### src/rtl/bus_ready_pkg.sv
package bus_ready_pkg;

    // Which qualified request decided the sampled READY value
    typedef enum logic [1:0] {
        SRC_NONE  = 2'd0,
        SRC_SYNC  = 2'd1,
        SRC_ASYNC = 2'd2
    } rdy_src_e;

endpackage

### src/rtl/fall_sync.sv
module fall_sync #(
    parameter int WIDTH  = 1,
    parameter int STAGES = 2
) (
    input  logic             clk,
    input  logic [WIDTH-1:0] din,
    output logic [WIDTH-1:0] dout
);
    typedef logic [WIDTH-1:0] word_t;

    word_t stage_d [STAGES];
    word_t stage_q [STAGES];

    always_comb begin
        stage_d[0] = din;
        for (int i = 1; i < STAGES; i++) begin
            stage_d[i] = stage_q[i-1];
        end
    end

    generate
        for (genvar g = 0; g < STAGES; g++) begin : g_stage
            always_ff @(negedge clk) begin
                stage_q[g] <= stage_d[g];
            end
        end
    endgenerate

    assign dout = stage_q[STAGES-1];
endmodule

### src/rtl/ready_ctrl.sv
module ready_ctrl
    import bus_ready_pkg::*;
#(
    parameter int MIN_HOLD = 2
) (
    input  logic       clk,
    input  logic       rst_req_n,
    input  logic       pclk_i,
    input  logic [1:0] stat_n_i,
    input  logic       srdy_n_i,
    input  logic       ssel_n_i,
    input  logic [1:0] async_n_i,   // {ready, select}, already synchronized
    input  logic       reset_i,
    output logic       drive_o
);
    localparam int HOLD_W = (MIN_HOLD > 2) ? $clog2(MIN_HOLD) : 1;
    localparam logic [HOLD_W-1:0] HOLD_LOAD = HOLD_W'(MIN_HOLD - 1);

    typedef struct packed {
        logic              drive;
        logic [HOLD_W-1:0] hold;
        rdy_src_e          src;
    } ctrl_t;

    ctrl_t    st_d, st_q;
    logic     status_busy;
    logic     async_hit;
    logic     sync_hit;
    rdy_src_e pick;

    always_comb begin
        status_busy = ~(&stat_n_i);
        async_hit   = pclk_i && (async_n_i == 2'b00);
        sync_hit    = pclk_i && !status_busy && !srdy_n_i && !ssel_n_i;

        // the asynchronous source wins when both qualify
        if (async_hit)     pick = SRC_ASYNC;
        else if (sync_hit) pick = SRC_SYNC;
        else               pick = SRC_NONE;

        st_d = st_q;
        if (reset_i) begin
            st_d.drive = 1'b1;
            st_d.hold  = HOLD_LOAD;
            st_d.src   = SRC_NONE;
        end else if (st_q.hold != '0) begin
            st_d.drive = 1'b1;
            st_d.hold  = st_q.hold - 1'b1;
        end else if (status_busy) begin
            st_d.drive = 1'b0;
            st_d.src   = SRC_NONE;
        end else if (pclk_i) begin
            st_d.drive = (pick != SRC_NONE);
            st_d.src   = pick;
            if ((pick != SRC_NONE) && !st_q.drive) begin
                st_d.hold = HOLD_LOAD;
            end
        end
    end

    always_ff @(negedge clk) begin
        st_q <= st_d;
    end

    assign drive_o = st_q.drive;

    // a fresh assertion survives the following edge
    assert_hold_min_R7: assert property (@(negedge clk) disable iff (!rst_req_n || reset_i)
        $rose(st_q.drive) |=> st_q.drive);

    // bus cycle start after the hold window releases the line
    assert_float_on_status_R8: assert property (@(negedge clk) disable iff (!rst_req_n || reset_i)
        (status_busy && st_q.hold == '0) |=> !st_q.drive);

    // with the peripheral clock low and nothing pending, the drive holds
    assert_pclk_gate_R4: assert property (@(negedge clk) disable iff (!rst_req_n || reset_i)
        (!pclk_i && !status_busy && st_q.hold == '0) |=> $stable(st_q.drive));
endmodule

### src/rtl/bus_ready_gen.sv
module bus_ready_gen #(
    parameter int MIN_HOLD     = 2,
    parameter int ASYNC_STAGES = 2,
    parameter int RESET_STAGES = 2
) (
    input  logic sys_clk,
    input  logic periph_clk,
    input  logic stat1_n,
    input  logic stat0_n,
    input  logic sync_rdy_n,
    input  logic sync_sel_n,
    input  logic async_rdy_n,
    input  logic async_sel_n,
    input  logic rst_req_n,
    output logic ready_pull_o,
    output logic sys_reset_o
);
    logic [1:0] async_s;
    logic       reset_s;

    fall_sync #(.WIDTH(2), .STAGES(ASYNC_STAGES)) u_async_sync (
        .clk  (sys_clk),
        .din  ({async_rdy_n, async_sel_n}),
        .dout (async_s)
    );

    fall_sync #(.WIDTH(1), .STAGES(RESET_STAGES)) u_reset_sync (
        .clk  (sys_clk),
        .din  (~rst_req_n),
        .dout (reset_s)
    );

    ready_ctrl #(.MIN_HOLD(MIN_HOLD)) u_ctrl (
        .clk       (sys_clk),
        .rst_req_n (rst_req_n),
        .pclk_i    (periph_clk),
        .stat_n_i  ({stat1_n, stat0_n}),
        .srdy_n_i  (sync_rdy_n),
        .ssel_n_i  (sync_sel_n),
        .async_n_i (async_s),
        .reset_i   (reset_s),
        .drive_o   (ready_pull_o)
    );

    assign sys_reset_o = reset_s;

    // a high reset output forces READY on the next edge
    assert_reset_forces_ready_R2: assert property (@(negedge sys_clk) disable iff (!rst_req_n)
        sys_reset_o |=> ready_pull_o);

    // reset can only fall once the request has been high long enough
    assert_reset_release_R1: assert property (@(negedge sys_clk) disable iff (!rst_req_n)
        $fell(sys_reset_o) |-> $past(rst_req_n, 2));
endmodule

### config.mk
export PLATFORM = sky130hd
export DESIGN_NAME = bus_ready_gen
export DESIGN_NICKNAME = d
export VERILOG_FILES = /design/src/rtl/bus_ready_pkg.sv /design/src/rtl/fall_sync.sv /design/src/rtl/ready_ctrl.sv /design/src/rtl/bus_ready_gen.sv
export SDC_FILE = /design/constraint.sdc
export NUM_CORES = 1
export LEC_CHECK = 0
export ABC_AREA = 1
export BUFFER_PORTS_ARGS = -buffer_cell sky130_fd_sc_hd__buf_4
export CORE_AREA = 4 4 41 43
export DETAILED_ROUTE_END_ITERATION = 7
export DIE_AREA = 0 0 45 47
export PLACE_DENSITY = 0.41
export SKIP_LAST_GASP = 1
export SLEW_MARGIN = 20
export SYNTH_ARGS = -nofsm -noshare
export SYNTH_HDL_FRONTEND = slang
export SYNTH_SLANG_ARGS = --single-unit
### constraint.sdc
create_clock -name sys_clk -period 2 [get_ports sys_clk]
set_input_delay 0.2 -clock sys_clk [delete_from_list [all_inputs] [get_ports sys_clk]]
set_output_delay 0.2 -clock sys_clk [all_outputs]
set_load 0.01 [all_outputs]
# After elaboration in Yosys (flattened, before gate mapping)
# Memory sizes are Yosys's and may differ from the RTL's.
# Index checks and enable logic that the tools add are counted.
dict set report totals {
  in_bits 9
  n_memories 2
  latch_bits 0
  reg_bits 2
  out_inout_bits 2
  mem_bits_ro 0
  ramBits 6
  word_cells 26
}
dict set report op_classes {
  muxes 7
  n_eq_ne 1
  n_lt_le_gt_ge 0
  n_bitwise 1
  div 0
  n_reduce_logical 12
  addsub 1
  mul 0
  n_shift 0
}
# name words word_bits rd rd_clocked_by_memory_dff write_ports line_no
set mem_list {}
lappend mem_list {u_async_sync.stage_q 2 2 2 0 2 fall_sync.sv:12} ;# word_t stage_q [STAGES];
lappend mem_list {u_reset_sync.stage_q 2 1 2 0 2 fall_sync.sv:12}
# cell count
set op_table {}
lappend op_table {{logical AND 1 bit} 5}
lappend op_table {{2-to-1 mux 1 bit} 5}
lappend op_table {{2-to-1 mux 4 bit} 1}
lappend op_table {{zero test 1 bit} 3}
lappend op_table {{zero test 2 bit} 1}
lappend op_table {{2-to-1 mux 2 bit} 1}
lappend op_table {{inequality test 2 bit (second input constant)} 1}
lappend op_table {{AND reduction 2 bit} 1}
lappend op_table {{nonzero test 2 bit} 1}
lappend op_table {{OR reduction 2 bit} 1}
lappend op_table {{inverter 1 bit} 1}
lappend op_table {{subtractor 1 bit (second input constant)} 1}

# Logic depth before layout (Yosys ltp)
dict set report logic_depth {
  ltp_word 12
  depth_mapped 5
  ltp_nobuf 5
}

# Modules after synthesis
# A second synthesis with hierarchy kept.
dict set report hier_totals {
  cells_unflattened 30
  area_unflattened_um2 250.2
}
# module instances area_per_inst_um2 cells_each seq_area_each_um2
set modules_own_cells {}
lappend modules_own_cells {ready_ctrl 1 118.9 21 40.0}
lappend modules_own_cells {{fall_sync (u_async_sync)} 1 83.8 5 80.1}
lappend modules_own_cells {{fall_sync (u_reset_sync)} 1 43.8 3 40.0}
lappend modules_own_cells {bus_ready_gen 1 3.8 1 0.0}

==> impl_metrics.yaml <==
final_layout:
  area_growth_syn_to_layout_pct: 59.8
  final_util: 0.298
  final_common_cell: "inv_1"
  multi_input_area_sq_um: 52.6
  stdcell_area_sq_um: 388
  fill_cells: 161
  diodes: 0
  regArea_sq_um: 163
  layout_common_cells: "inv_1, buf_4, nand2_1, dfxtp_1, clkbuf_4"
  drive_gt1_frac: 0.333
  final_nets: 59
worst_setup_path:
  arrival_ns: 1.75
  cp.required_ns: 1.80
  cpPeakStageDelay_ns: 0.32
  slowest_stage: "dfxtp_2"
  cp-start-kind: "flop"
  r2r_slack_ns: 1.32
  crit_start: "u_ctrl.drive_o"
  rr_worst_depth: 5
  critPathCaptureType: "output port"
  rr_endpoint: "u_ctrl.drive_o"
  crit_path_max_fanout: 3
  path_cells: "buf_4"
  crit_type: "reg2out"
  worstSetupPathDepth: 1
  endpoint: "ready_pull_o"
  crit_family: "flip-flops"
  crit_buf_inv: 1
  timing.rr.start: "u_async_sync.stage_q[0][2]"
yosys:
  ys_ff_latch: 8
  syn-cell-area_sq_um: 243
  syn_inst: 28
  synth_cell_types: 7
  synth_top_area_share: 0.660
  syn_nets: 37
  synth_area_per_cell_sq_um: 8.67
  synth_top_cell_by_area: "dfxtp_1"
  yosysWarnings: 0
  ys_seq_area_frac: 0.660
  synthTopCellsByArea: "dfxtp_1, inv_1, nand2_1, nand3_1, nor2_1"
drt:
  dr_wl_met2_um: 245
  wl_per_cell_um: 7.05
  top_layer_used: "met4"
  ant_nets: 0
  wl_met1_um: 143
  met3WireLength_um: 45
  drt-pass1-iter-count: 2
  drt_iter0_drc: 6
  post-route-drc-count: 0
  wirelength_um: 444
  vias: 227
  viasPerCell: 3.60
timing:
  skew_ns: 0.00542
  rsz0062_at_grt: "false"
  max_slew_margin: 0.936
  holdWs_ns: 0.320
  setup_viol: 0
  worst_pin_slew_ns: 0.0959
  finalMaxSlewViolations: 0
  setup-tns-final_ns: 0
  final_hold_viol_count: 0
grt:
  grt_overflow: 0
  grt_pass1_wl_um: 621
  gr-usage-all-layers: 0.0484
  antenna_found_initial: 0
  grt_pass1_vias: 220
  grt_start_max_net_pins: 5
floorplanning:
  core_sq_um: 1300
  num_io_pins: 11
  die_w_um: 45
  row_count: 13
  dieArea_sq_um: 2120
  start_util: 0.187
  die_height_um: 47
power_and_ir_drop:
  swShare: 0.257
  p_per_area_nw_per_um2: 958
  power_mw: 0.372
  seqPwrFrac: 0.468
  irDropWorstVdd_mv: 0.371
  intPower_mw: 0.276
  combPwrFrac: 0.070
  switching_power_mw: 0.0953
  p_leak_nw: 0.232
  power_frac_clock: 0.463
cts:
  clock_latency_ns: 0.30
  h-tree-depth: 1
  cts_setup_buffers: 0
  cts_tree: "built"
  cts_sinks: 8
  cts_made_buffers: 3
  clk_pin_slew_ns: 0.03
  cts_root_buf: "clkbuf_4"
  cts_buffer_depth: 2
placement:
  dpl.hpwl_um: 348
  place.port_buffers: 10
  placed_area_sq_um: 337
  routabilityCongestion: 0.578
hold_path:
  hp-class: "reg2reg"
job:
  maxCapViolCount: 0
outcome:
  status: "finished clean"
==> metrics by stage <==
step                      worst slack (ns)  cells
final                               0.0486     63
after CTS                          0.00619     63
after global placement               0.342     53
after floorplan                      0.438     28
after detailed placement             0.315     53
after global routing                0.0114     63
==> power by group through the flow <==
stage / Clock, mW / Sequential [mW] / Combinational (mW)
final: 0.172 / 0.174 / 0.0258
after global routing: 0.197 / 0.174 / 0.0295
after CTS: 0.184 / 0.173 / 0.0263
after detailed placement: 0.0278 / 0.175 / 0.0263
after global placement: 0.0278 / 0.175 / 0.0255
after floorplan: 0.0278 / 0.176 / 0.00816
==> state kept, by name, summed over array words and instances (netlist names) <==
name and count:
u_async_sync.stage_q 4, u_ctrl.drive_o 1, u_reset_sync.stage_q 2, u_ctrl.st_q 1
==> routing by layer <==
metal / global-route usage / vias to the layer above
li1: - / 122
met1: 0.0230 / 97
met2: 0.0678 / 6
met3: 0.0383 / 2
met4: 0.0994 / 0
met5: 0 / -
==> cell families (layout without fill, tap and decap cells) <==
kind of cell | after synthesis | count (layout) | share of synthesized area
buffers and inverters | 8 | 28 | 0.124
DFF | 8 | 8 | 0.660
and+or+nand+nor | 12 | 12 | 0.217
==> area by class of cell <==
| type | instances | area share |
|---|---|---|
| Clock inverter | 8 | 0.0774 |
| Inverter | 7 | 0.0677 |
| Multi-Input combinational cell | 12 | 0.135 |
| Timing Repair Buffer | 10 | 0.194 |
| Sequential cell | 8 | 0.419 |
| Clock buffer | 3 | 0.0581 |
| Tap cell | 15 | 0.0484 |
==> Yosys cell counts (all sizes together) <==
cell type	instances
dfxtp	8
inv	8
nand2	6
nand3	2
nand4	1
nor2	3
==> worst min path at each step <==
stage	start	end	slack, ns	depth (start not counted)
after detailed placement	u_reset_sync.stage_q[0][0]	u_reset_sync.stage_q[0][1]	0.32	0
after CTS	u_reset_sync.stage_q[0][0]	u_reset_sync.stage_q[0][1]	0.32	0
after floorplan	u_async_sync.stage_q[0][0]	u_async_sync.stage_q[0][2]	0.31	0
after global placement	u_async_sync.stage_q[0][0]	u_async_sync.stage_q[0][2]	0.31	0
after global routing	u_async_sync.stage_q[0][0]	u_async_sync.stage_q[0][2]	0.32	0
final	u_reset_sync.stage_q[0][0]	u_reset_sync.stage_q[0][1]	0.32	0
==> timing repair <==
item / 4_1_cts / 5_1_grt
setup endpoints to repair: 0 / 2
resized for setup: 0 / 2
hold buffers: 0 / 0
Note: power is estimated with default switching activity, not from simulation.
